$ cat config.mk
export PLATFORM = sky130hd
export DESIGN_NAME = spi_gpio_expander
export DESIGN_NICKNAME = d
export VERILOG_FILES = /design/src/rtl/spi_gpio_pkg.sv /design/src/rtl/spi_gpio_sync.sv /design/src/rtl/spi_gpio_frontend.sv /design/src/rtl/spi_gpio_ctrl.sv /design/src/rtl/spi_gpio_regs.sv /design/src/rtl/spi_gpio_expander.sv
export SDC_FILE = /design/constraint.sdc
export NUM_CORES = 1
export LEC_CHECK = 0
export BUFFER_PORTS_ARGS = -buffer_cell sky130_fd_sc_hd__buf_2
export CAP_MARGIN = 10
export CORE_MARGIN = 2
export CORE_UTILIZATION = 30
export CTS_CLUSTER_SIZE = 10
export DETAILED_ROUTE_END_ITERATION = 6
export PLACE_DENSITY = 0.53
export RECOVER_POWER = 100
export SLEW_MARGIN = 10
export SYNTH_ARGS = -nofsm -noshare
export SYNTH_HDL_FRONTEND = slang
export SYNTH_SLANG_ARGS = --single-unit
$ cat constraint.sdc
create_clock -name clk_i -period 4.1 [get_ports clk_i]
set_input_delay 0.615 -clock clk_i [delete_from_list [all_inputs] [get_ports clk_i]]
set_output_delay 0.615 -clock clk_i [all_outputs]
set_load 0.005 [all_outputs]
$ cat src/rtl/spi_gpio_pkg.sv
package spi_gpio_pkg;
  localparam int unsigned BYTE_W   = 8;
  localparam int unsigned ADDR_W   = 8;
  localparam int unsigned NUM_REGS = 22;
  localparam int unsigned IDX_W    = $clog2(NUM_REGS);
  localparam int unsigned PINS     = 2 * BYTE_W;

  localparam logic [ADDR_W-1:0] ADDR_GPIO_A = 8'h12;
  localparam logic [ADDR_W-1:0] ADDR_GPIO_B = 8'h13;
  localparam logic [ADDR_W-1:0] ADDR_HOLE_A = 8'h0A;
  localparam logic [ADDR_W-1:0] ADDR_HOLE_B = 8'h0B;
  localparam logic [ADDR_W-1:0] ADDR_LAST   = 8'h15;
  localparam logic [ADDR_W-1:0] ADDR_END    = 8'h16;

  localparam int IX_IODIR = 0;
  localparam int IX_IPOL  = 2;
  localparam int IX_GPPU  = 12;
  localparam int IX_OLAT  = 20;

  typedef enum logic [1:0] {PH_CMD, PH_ADDR, PH_DATA, PH_SKIP} phase_e;
endpackage

$ cat src/rtl/spi_gpio_sync.sv
module spi_gpio_sync #(
  parameter int unsigned W      = 1,
  parameter int unsigned STAGES = 2,
  parameter logic [W-1:0] RST_VAL = '0
) (
  input  logic         clk_i,
  input  logic         rst_ni,
  input  logic [W-1:0] d_i,
  output logic [W-1:0] q_o
);
  logic [STAGES-1:0][W-1:0] st_q;

  always_ff @(posedge clk_i or negedge rst_ni) begin
    if (!rst_ni) st_q <= {STAGES{RST_VAL}};
    else         st_q <= {st_q[STAGES-2:0], d_i};
  end

  assign q_o = st_q[STAGES-1];
endmodule

$ cat src/rtl/spi_gpio_frontend.sv
module spi_gpio_frontend
  import spi_gpio_pkg::*;
#(
  parameter int unsigned SYNC_STAGES = 2
) (
  input  logic              clk_i,
  input  logic              rst_ni,
  input  logic              sclk_i,
  input  logic              cs_ni,
  input  logic              mosi_i,
  input  logic [BYTE_W-1:0] tx_byte_i,
  input  logic              tx_load_i,
  output logic [BYTE_W-1:0] rx_byte_o,
  output logic              rx_valid_o,
  output logic              sel_o,
  output logic              miso_bit_o
);
  localparam int unsigned CNT_W = $clog2(BYTE_W);

  logic s_sclk, s_cs_n, s_mosi;
  logic sclk_d, rise, fall;
  logic [CNT_W-1:0]  bit_cnt;
  logic [BYTE_W-2:0] shreg;
  logic [BYTE_W-1:0] tx_buf;

  spi_gpio_sync #(.W(3), .STAGES(SYNC_STAGES), .RST_VAL(3'b110)) u_sync (
    .clk_i (clk_i),
    .rst_ni(rst_ni),
    .d_i   ({sclk_i, cs_ni, mosi_i}),
    .q_o   ({s_sclk, s_cs_n, s_mosi})
  );

  assign rise  = s_sclk & ~sclk_d;
  assign fall  = ~s_sclk & sclk_d;
  assign sel_o = ~s_cs_n;

  always_ff @(posedge clk_i or negedge rst_ni) begin
    if (!rst_ni) begin
      sclk_d     <= 1'b1;
      bit_cnt    <= '0;
      shreg      <= '0;
      tx_buf     <= '0;
      rx_byte_o  <= '0;
      rx_valid_o <= 1'b0;
      miso_bit_o <= 1'b0;
    end else begin
      sclk_d     <= s_sclk;
      rx_valid_o <= 1'b0;
      if (tx_load_i) tx_buf <= tx_byte_i;
      if (s_cs_n) begin
        bit_cnt <= '0;  // partial byte dropped
      end else begin
        if (rise) begin
          shreg   <= {shreg[BYTE_W-3:0], s_mosi};
          bit_cnt <= bit_cnt + 1'b1;
          if (bit_cnt == CNT_W'(BYTE_W - 1)) begin
            rx_valid_o <= 1'b1;
            rx_byte_o  <= {shreg, s_mosi};
          end
        end
        if (fall) miso_bit_o <= tx_buf[CNT_W'(BYTE_W - 1) - bit_cnt];
      end
    end
  end
endmodule

$ cat src/rtl/spi_gpio_ctrl.sv
module spi_gpio_ctrl
  import spi_gpio_pkg::*;
#(
  parameter logic [6:0] DEV_OPCODE = 7'h20
) (
  input  logic              clk_i,
  input  logic              rst_ni,
  input  logic [BYTE_W-1:0] rx_byte_i,
  input  logic              rx_valid_i,
  input  logic              sel_i,
  input  logic [BYTE_W-1:0] rd_data_i,
  output logic [ADDR_W-1:0] rd_addr_o,
  output logic              wr_en_o,
  output logic [ADDR_W-1:0] wr_addr_o,
  output logic [BYTE_W-1:0] wr_data_o,
  output logic [BYTE_W-1:0] tx_byte_o,
  output logic              tx_load_o,
  output logic              rd_phase_o,
  output logic [ADDR_W-1:0] ptr_o,
  output phase_e            phase_o
);
  phase_e            phase_q;
  logic              rd_q;
  logic [ADDR_W-1:0] ptr_q, ptr_nxt;

  assign ptr_nxt   = (ptr_q == ADDR_LAST) ? '0 : ptr_q + 1'b1;
  // prefetch the byte that the next falling edge shifts out
  assign rd_addr_o = (phase_q == PH_ADDR) ? rx_byte_i : ptr_nxt;
  assign tx_byte_o = rd_data_i;
  assign tx_load_o = rx_valid_i && rd_q && (phase_q == PH_ADDR || phase_q == PH_DATA);
  assign wr_en_o   = rx_valid_i && !rd_q && (phase_q == PH_DATA);
  assign wr_addr_o = ptr_q;
  assign wr_data_o = rx_byte_i;
  assign ptr_o     = ptr_q;
  assign phase_o   = phase_q;

  always_ff @(posedge clk_i or negedge rst_ni) begin
    if (!rst_ni) begin
      phase_q    <= PH_CMD;
      rd_q       <= 1'b0;
      ptr_q      <= '0;
      rd_phase_o <= 1'b0;
    end else begin
      if (rx_valid_i) begin
        unique case (phase_q)
          PH_CMD: begin
            if (rx_byte_i[7:1] == DEV_OPCODE) begin
              phase_q <= PH_ADDR;
              rd_q    <= rx_byte_i[0];
            end else begin
              phase_q <= PH_SKIP;
            end
          end
          PH_ADDR: begin
            ptr_q      <= rx_byte_i;
            phase_q    <= PH_DATA;
            rd_phase_o <= rd_q;
          end
          PH_DATA: ptr_q <= ptr_nxt;
          PH_SKIP: ;
          default: ;
        endcase
      end
      // deselect wins over the state update, not over the write above
      if (!sel_i) begin
        phase_q    <= PH_CMD;
        rd_phase_o <= 1'b0;
      end
    end
  end
endmodule

$ cat src/rtl/spi_gpio_regs.sv
module spi_gpio_regs
  import spi_gpio_pkg::*;
#(
  parameter int unsigned SYNC_STAGES = 2
) (
  input  logic              clk_i,
  input  logic              rst_ni,
  input  logic [PINS-1:0]   pin_i,
  input  logic              wr_en_i,
  input  logic [ADDR_W-1:0] wr_addr_i,
  input  logic [BYTE_W-1:0] wr_data_i,
  input  logic [ADDR_W-1:0] rd_addr_i,
  output logic [BYTE_W-1:0] rd_data_o,
  output logic [PINS-1:0]   pin_o,
  output logic [PINS-1:0]   pin_oe_o,
  output logic [PINS-1:0]   pullup_en_o
);
  logic [NUM_REGS-1:0][BYTE_W-1:0] mem;
  logic [PINS-1:0]   pin_s;
  logic [ADDR_W-1:0] wr_tgt;
  logic              wr_ok;

  spi_gpio_sync #(.W(PINS), .STAGES(SYNC_STAGES), .RST_VAL('0)) u_pin_sync (
    .clk_i (clk_i),
    .rst_ni(rst_ni),
    .d_i   (pin_i),
    .q_o   (pin_s)
  );

  function automatic logic is_void(input logic [ADDR_W-1:0] a);
    return (a >= ADDR_END) || (a == ADDR_HOLE_A) || (a == ADDR_HOLE_B);
  endfunction

  // pin-level writes land in the output latch
  assign wr_tgt = (wr_addr_i == ADDR_GPIO_A || wr_addr_i == ADDR_GPIO_B)
                  ? wr_addr_i + ADDR_W'(2) : wr_addr_i;
  assign wr_ok  = wr_en_i && !is_void(wr_tgt);

  always_ff @(posedge clk_i or negedge rst_ni) begin
    if (!rst_ni) begin
      for (int i = 0; i < NUM_REGS; i++) mem[i] <= (i < 2) ? '1 : '0;
    end else if (wr_ok) begin
      mem[wr_tgt[IDX_W-1:0]] <= wr_data_i;
    end
  end

  always_comb begin
    rd_data_o = '0;
    if (rd_addr_i == ADDR_GPIO_A)      rd_data_o = pin_s[BYTE_W-1:0] ^ mem[IX_IPOL];
    else if (rd_addr_i == ADDR_GPIO_B) rd_data_o = pin_s[PINS-1:BYTE_W] ^ mem[IX_IPOL+1];
    else if (!is_void(rd_addr_i))      rd_data_o = mem[rd_addr_i[IDX_W-1:0]];
  end

  assign pin_oe_o    = ~{mem[IX_IODIR+1], mem[IX_IODIR]};
  assign pin_o       = {mem[IX_OLAT+1], mem[IX_OLAT]};
  assign pullup_en_o = {mem[IX_GPPU+1], mem[IX_GPPU]};
endmodule

$ cat src/rtl/spi_gpio_expander.sv
module spi_gpio_expander
  import spi_gpio_pkg::*;
#(
  parameter int unsigned SYNC_STAGES = 2,
  parameter logic [6:0]  DEV_OPCODE  = 7'h20
) (
  input  logic        clk_i,
  input  logic        rst_ni,
  input  logic        sclk_i,
  input  logic        cs_ni,
  input  logic        mosi_i,
  output logic        miso_o,
  output logic        miso_oe_o,
  input  logic [15:0] pin_i,
  output logic [15:0] pin_o,
  output logic [15:0] pin_oe_o,
  output logic [15:0] pullup_en_o
);
  logic [BYTE_W-1:0] rx_byte, tx_byte, rd_data, wr_data;
  logic [ADDR_W-1:0] rd_addr, wr_addr, ptr;
  logic rx_valid, sel, miso_bit, tx_load, wr_en, rd_phase;
  phase_e phase;

  spi_gpio_frontend #(.SYNC_STAGES(SYNC_STAGES)) u_front (
    .clk_i     (clk_i),
    .rst_ni    (rst_ni),
    .sclk_i    (sclk_i),
    .cs_ni     (cs_ni),
    .mosi_i    (mosi_i),
    .tx_byte_i (tx_byte),
    .tx_load_i (tx_load),
    .rx_byte_o (rx_byte),
    .rx_valid_o(rx_valid),
    .sel_o     (sel),
    .miso_bit_o(miso_bit)
  );

  spi_gpio_ctrl #(.DEV_OPCODE(DEV_OPCODE)) u_ctrl (
    .clk_i     (clk_i),
    .rst_ni    (rst_ni),
    .rx_byte_i (rx_byte),
    .rx_valid_i(rx_valid),
    .sel_i     (sel),
    .rd_data_i (rd_data),
    .rd_addr_o (rd_addr),
    .wr_en_o   (wr_en),
    .wr_addr_o (wr_addr),
    .wr_data_o (wr_data),
    .tx_byte_o (tx_byte),
    .tx_load_o (tx_load),
    .rd_phase_o(rd_phase),
    .ptr_o     (ptr),
    .phase_o   (phase)
  );

  spi_gpio_regs #(.SYNC_STAGES(SYNC_STAGES)) u_regs (
    .clk_i      (clk_i),
    .rst_ni     (rst_ni),
    .pin_i      (pin_i),
    .wr_en_i    (wr_en),
    .wr_addr_i  (wr_addr),
    .wr_data_i  (wr_data),
    .rd_addr_i  (rd_addr),
    .rd_data_o  (rd_data),
    .pin_o      (pin_o),
    .pin_oe_o   (pin_oe_o),
    .pullup_en_o(pullup_en_o)
  );

  // raw chip select releases the line without synchronizer delay
  assign miso_oe_o = rd_phase & ~cs_ni;
  assign miso_o    = miso_oe_o & miso_bit;
endmodule

* Word level (Yosys, flattened, before mapping) *
Index checks and enable logic that the tools add are counted.

word-level totals
  register bits after elaboration = 255
  bits of input ports = 21
  output and inout port bits = 50
  word-level logic and storage cells = 124

operators by class
  add/sub/neg operators = 4
  magnitude comparators = 6
  equal/unequal tests = 13
  muxes and demuxes = 26
  bitwise gates (word level) = 11
  reductions and logical operators = 27

operator list
  cell                   number
  $bwmux W176            1
  $mux W8                8
  $bmux W8 S5            1
  $demux W8 S5           1
  $eq A8 B5 Y1 const B   5
  $eq A8 B4 Y1 const B   4
  $ge A8 B5 Y1 const B   2
  $not A16 Y16           1
  $pmux W8 S2            1
  $xor A8 B8 Y8          2
  $lt A5 B6 Y1 const B   2
  $reduce_and A2 Y1      5
  $add A8 B1 Y8 const B  1
  $add A8 B2 Y8 const B  1
  $reduce_bool A2 Y1     4
  $eq A7 B6 Y1 const B   1
  $mux W1                7
  $logic_and A1 B1 Y1    6
  $logic_or A1 B1 Y1     6
  $mux W2                3
  $mux W3                2
  $reduce_and A3 Y1      2
  $ge A5 B1 Y1 const B   1
  $and A1 B1 Y1          4
  other kinds (12)       16

* Longest topological paths before layout *
  word-level depth = 9
  mapped depth = 13
  depth with buffers taken out = 9

* Cells and area by module *
A second synthesis with hierarchy kept.

second synthesis, totals
  cells, all modules = 950
  area total of the unflattened synthesis = 11828.8 um^2

modules (own cells, without submodules)
  module                              instances  cells an instance  area each (um^2)  seq. area each (um^2)
  spi_gpio_regs                       1          671                8371.8            4224.1
  spi_gpio_frontend                   1          76                 1193.6            726.9
  spi_gpio_ctrl                       1          144                1149.9            300.3
  spi_gpio_sync at u_regs.u_pin_sync  1          48                 920.9             800.8
  spi_gpio_sync at u_front.u_sync     1          9                  177.7             155.1
  spi_gpio_expander                   1          2                  15.0              0.0

* Worst setup path before layout *
OpenSTA, ideal clock, no wires.

  kind = register to register
  from = reg u_ctrl.ptr_q[0], in the netlist u_ctrl.ptr_o[0]
  to = reg u_front.tx_buf[5]
  setup time = 0.122 ns
  arrival time = 2.686 ns
  data required time = 3.978 ns
  slack = 1.292 ns
  cell stages (with the launch flop) = 13
  buffers on the path = 3
  period minus slack after synthesis = 2.808 ns
  cells stage by stage = dfrtp_1 -> clkbuf_1 -> inv_1 -> ha_1 -> nor2_1 -> o21ai_0 -> nand2_1 -> buf_2 -> clkbuf_1 -> mux4_2 -> a221oi_1 -> nand3_1 -> o2111a_1

between the ends
  cells in the longest elaborated chain, start to end = 9
  elaborated cells on any way between the ends = 16
  classes of those cells = add/sub: 1; order compare: 1; eq/ne: 5; mux: 7; reduce/logical: 2

ends and longest elaborated chain
  item                                                  RTL line                 RTL
  start, declared                                       spi_gpio_ctrl.sv:24      logic [ADDR_W-1:0] ptr_q, ptr_nxt;
  start signal, assigned                                spi_gpio_ctrl.sv:55      ptr_q <= rx_byte_i;
  start signal, assigned                                spi_gpio_ctrl.sv:59      PH_DATA: ptr_q <= ptr_nxt;
  $add A8 B1 Y8 / $eq A8 B5 Y1 (equally long branches)  spi_gpio_ctrl.sv:26      assign ptr_nxt = (ptr_q == ADDR_LAST) ? '0 : ptr_q + 1'b1;
  $mux W8 *                                             spi_gpio_ctrl.sv:26
  $mux W8 *                                             spi_gpio_ctrl.sv:28      assign rd_addr_o = (phase_q == PH_ADDR) ? rx_byte_i : ptr_nxt;
  $ge A8 B5 Y1 / $eq A8 B4 Y1 (equally long branches)   spi_gpio_regs.sv:31      return (a >= ADDR_END) || (a == ADDR_HOLE_A) || (a == ADDR_HOLE_B);
  $logic_or A1 B1 Y1 (2 in a row)                       spi_gpio_regs.sv:31
  $mux W8                                               spi_gpio_regs.sv:51      else if (!is_void(rd_addr_i)) rd_data_o = mem[rd_addr_i[IDX_W-1:0]];
  $mux W8                                               spi_gpio_regs.sv:50      else if (rd_addr_i == ADDR_GPIO_B) rd_data_o = pin_s[PINS-1:BYTE_W] ^ mem[IX_IPOL+1];
  $mux W8 *                                             spi_gpio_regs.sv:49      if (rd_addr_i == ADDR_GPIO_A) rd_data_o = pin_s[BYTE_W-1:0] ^ mem[IX_IPOL];
  end signal, assigned                                  spi_gpio_frontend.sv:49  if (tx_load_i) tx_buf <= tx_byte_i;
  end, declared                                         spi_gpio_frontend.sv:24  logic [BYTE_W-1:0] tx_buf;

Mark *: on every way between the ends. The rest lies on a longest branch, timed or not. The select of a mux whose other input is x is not followed.
A chain may end at the register's enable or synchronous reset.

* Worst setup path in the final report *
  from = reg u_ctrl.ptr_q[0], in the netlist u_ctrl.ptr_o[0]
  to = reg u_regs.mem[153] in the netlist's numbering

between the ends
  cells in the longest elaborated chain, start to end = 8
  elaborated cells on any way between the ends = 18
  classes of those cells = add/sub: 1; order compare: 3; eq/ne: 4; mux: 4; reduce/logical: 6

ends and longest elaborated chain
  item                                                                                    RTL line                                  RTL
  branches (longest 2 deep; another with $add A8 B2 Y8)                                   --
  $mux W8 *                                                                               spi_gpio_regs.sv:36                       ? wr_addr_i + ADDR_W'(2) : wr_addr_i;
  $lt A5 B6 Y1 (not written as such) (tied with other cells)                              spi_gpio_regs.sv:43                       mem[wr_tgt[IDX_W-1:0]] <= wr_data_i;
  $logic_and A1 B1 Y1 (not written as such) / $logic_or A1 B1 Y1 (equally long branches)  spi_gpio_regs.sv:43, spi_gpio_regs.sv:31
  $mux W8 (not written as such) / $logic_or A1 B1 Y1 (equally long branches)              spi_gpio_regs.sv:43, spi_gpio_regs.sv:31
  $demux W8 S5 / $logic_not A1 Y1 (equally long branches)                                 --
  $bwmux W176 / $logic_and A1 B1 Y1 (equally long branches)                               spi_gpio_regs.sv:43, spi_gpio_regs.sv:37
  end signal, assigned by index                                                           spi_gpio_regs.sv:43
  end, declared                                                                           spi_gpio_regs.sv:18                       logic [NUM_REGS-1:0][BYTE_W-1:0] mem;

Mark *: on every way between the ends.

==> results.md <==
- RSZ-0062 raised after global routing: no
- Max Clock Freq: 270 MHz
- Combinational family with the most area after synthesis: multiplexers
- Placeable Area: 40600 sq um
- Max Cap Viol: 1
- Row Count: 74
- Hold Crit Class: input pin to flop
- Crit path DAT: 4160 ps
- Mapped Nets: 1070
- Power per cell area: 381 nW/um^2
- CTS Buf Count: 31
- Slew of the pin with the lowest slew margin: 2610 ps
- Critical path capture point type: flop
- CTS tree: yes
- Largest net degree at the start of global routing: 108
- Area Growth Syn to Fin: 12.2%
- Post-Syn Area: 12300 sq um
- Chip height: 206 microns
- Die ar.: 42500 sq um
- EDFF count, synth: 0
- Slew HR: -73.9%
- Share of cells above drive strength 1: 27.2%
- Syn Area/Cell: 11.8 sq um
- CP Launch Type: flop
- GP Congestion: 0.874
- Cts repair resizes: 0
- Clk root buf: clkbuf_16
- Mux contribution to synthesized area: 18.9%
- Sum of negative setup slack: 0 ps
- Final core occ: 33.9%
- Synth Area in Compound Gates: 11.0%
- Fin crit period: 3700 ps
- Final Max Tran Viols: 42
- Crit path required time: 4550 ps
- Via Count: 8413
- Initial Util: 30.2%
- Clock sinks: 255
- Distinct cells, synth: 73
- Hold Vio Cnt, Final: 0
- Most frequent cells in the layout: dfrtp_1, mux2_2, clkbuf_1, nand2_1, o21ai_0
- Initial antenna violation count: 0
- DP Cell Count: 1548
- Simple-gate share of the synthesized area: 9.08%
- Critical setup path kind: flop to flop
- Yosys reg bits: 255
- Clock latency at the later pin of the worst-skew pair: 580 ps
- First-pass GRT wire length: 54700 microns
- Post-DP HPWL: 24100 microns
- Number of I/O pins: 71
- Vias/cell: 5.23
- Die width: 206 microns
- XOR/XNOR Fraction of Synth Area: 1.71%
- Static Leakage: 6.12 nW
- Reg clk slew, reported paths: 60 ps
- Final Skew: 21.3 ps
- Post-Layout Cell Count: 1608
- Synth Warn #: 0
- Wire per inst: 22.2 microns
- Violated checks: capacitance limit, slew limit
- Main synth FF type: dfrtp_1
- Worst-path fanout max: 12
- Status: finished with violations
- Final Cycle Share: 90.4%
- Synth Area in Adders: 1.02%
- Vias in the first global route: 8479
- DRT iter0 DRCs: 707
- Final #Nets: 1081
- Post-synthesis sequential area ratio: 52.3%
- Cell count after synthesis: 1039
- Most common cell after layout, fill and taps aside: dfrtp_1
- DR pass1 iterations: 6
- Post-synth ARST share: 100%
- Grt ovf: 0
- VDD IR max: 0.309 mV
- # DRC: 0
- I/O Buffers: 70
- Final WL: 35800 microns
- Max Buffers Root-to-Sink: 3
- Number of routed nets with antenna violations: 0
- GRT Util Overall: 16.9%
- # setup viols final: 0
- H-tree depth: 1
-- where the power goes --
part           switching, W  internal, W  total (W)
logic             0.0000677    0.0000401   0.000108
registers         0.0000329      0.00257    0.00260
clock network       0.00108      0.00145    0.00253
total               0.00118      0.00406    0.00524
-- layer usage --
metal	GRT usage, %	share of wire, %	vias to the layer above
met1	24.1	47	4348
met3	2.76	5.6	45
met5	0	0	-
met2	26.8	46	254
met4	4.23	2.1	0
li1	-	-	3766
-- path summary, 6_finish.rpt --
| kind | start | end | slack, ps | cells past startpoint |
|---|---|---|---|---|
| max | u_ctrl.ptr_o[0] | u_regs.mem[153] | 400 | 7 |
| min | pin_i[13] | u_regs.u_pin_sync.st_q[13] | 140 | 1 |
| max reg2reg | u_ctrl.ptr_o[0] | u_regs.mem[153] | 400 | 7 |
| min reg2reg | u_regs.u_pin_sync.st_q[8] | u_regs.u_pin_sync.q_o[8] | 340 | 0 |
| max in group asynchronous | rst_ni | u_regs.mem[130] | 1120 | 3 |
| min in group asynchronous | rst_ni | u_regs.pullup_en_o[14] | 1430 | 2 |
-- cell type report --
cell class | instances | area (sq um)
antenna | 1 | 2.50
clock buffer | 53 | 878
tap | 532 | 666
multi-input combinational | 629 | 5080
clock inverter | 5 | 43.8
timing repair buffer | 96 | 533
inverter | 37 | 139
fill | 4064 | 26800
sequential | 255 | 6410
-- cells by family (layout without fill, tap and decap cells) --
logic type,Yosys count,after routing
multiplexers,197,197
flip-flops,255,255
other,0,1
XOR/XNOR,23,23
adder cells (fa/ha/maj),10,10
AND/OR/NAND/NOR,212,212
AO/OA/AOI/OAI,187,187
buffers and inverters,155,191
-- stage by stage --
step	total power (W)	worst slack, ps	area, sq um	hold slack, ps
after floorplan	0.00267	1290	12300	319
after global placement	0.00276	622	12900	334
after detailed placement	0.00276	628	12900	335
after CTS	0.00530	655	13900	117
after global routing	0.00543	189	13700	122
final	0.00524	395	13800	143
-- state kept, by name, summed over array words and instances, names as in the netlist --
name                    flops
u_ctrl.phase_o              2
u_ctrl.ptr_o                8
u_ctrl.rd_phase_o           1
u_ctrl.rd_q                 1
u_front.bit_cnt             3
u_front.miso_bit_o          1
u_front.rx_byte_o           8
u_front.rx_valid_o          1
u_front.sclk_d              1
u_front.shreg               7
u_front.tx_buf              8
u_front.u_sync.q_o          3
u_front.u_sync.st_q         3
u_regs.mem                144
u_regs.pin_o               16
u_regs.pullup_en_o         16
u_regs.u_pin_sync.q_o      16
u_regs.u_pin_sync.st_q     16
-- synthesized netlist by cell type, drive strengths merged (3+ instances only) --
library cell	number	area share (%)
a211oi	24	1.5
a21boi	4	0.25
a21oi	20	0.82
a221oi	7	0.50
a22oi	6	0.37
a311oi	12	0.86
a31oi	5	0.26
and2	7	0.36
and3	28	1.5
buf	46	2.7
clkbuf	72	2.2
dfrtp	234	48
dfstp	21	4.5
ha	10	1.0
inv	37	1.1
mux2	170	16
mux2i	17	1.4
mux4	10	1.8
nand2	56	1.8
nand2b	4	0.20
nand3	34	1.4
nor2	41	1.4
nor2b	5	0.26
nor3	11	0.58
nor3b	3	0.28
nor4	5	0.26
o2111a	5	0.46
o2111ai	6	0.43
o211ai	16	0.98
o21ai	42	1.7
o221ai	5	0.36
o22ai	5	0.26
o311a	8	0.65
o31a	3	0.21
o31ai	3	0.22
or4	5	0.31
xnor2	4	0.35
xor2	19	1.4
-- critical path, stage by stage (launching register included) --
cell     delay, ps
dfrtp_1        560
inv_1          240
ha_1           240
or2_2          300
a31oi_1        510
nand2_1        230
nor3_1        1090
mux2_2         430
-- what timing repair did --
action                     4_1_cts  5_1_grt
hold buffers                     1        0
buffers inserted                 0        0
setup endpoints to repair        0        0
hold endpoints to repair        31        0
Power figures use the tool's default switching activity.
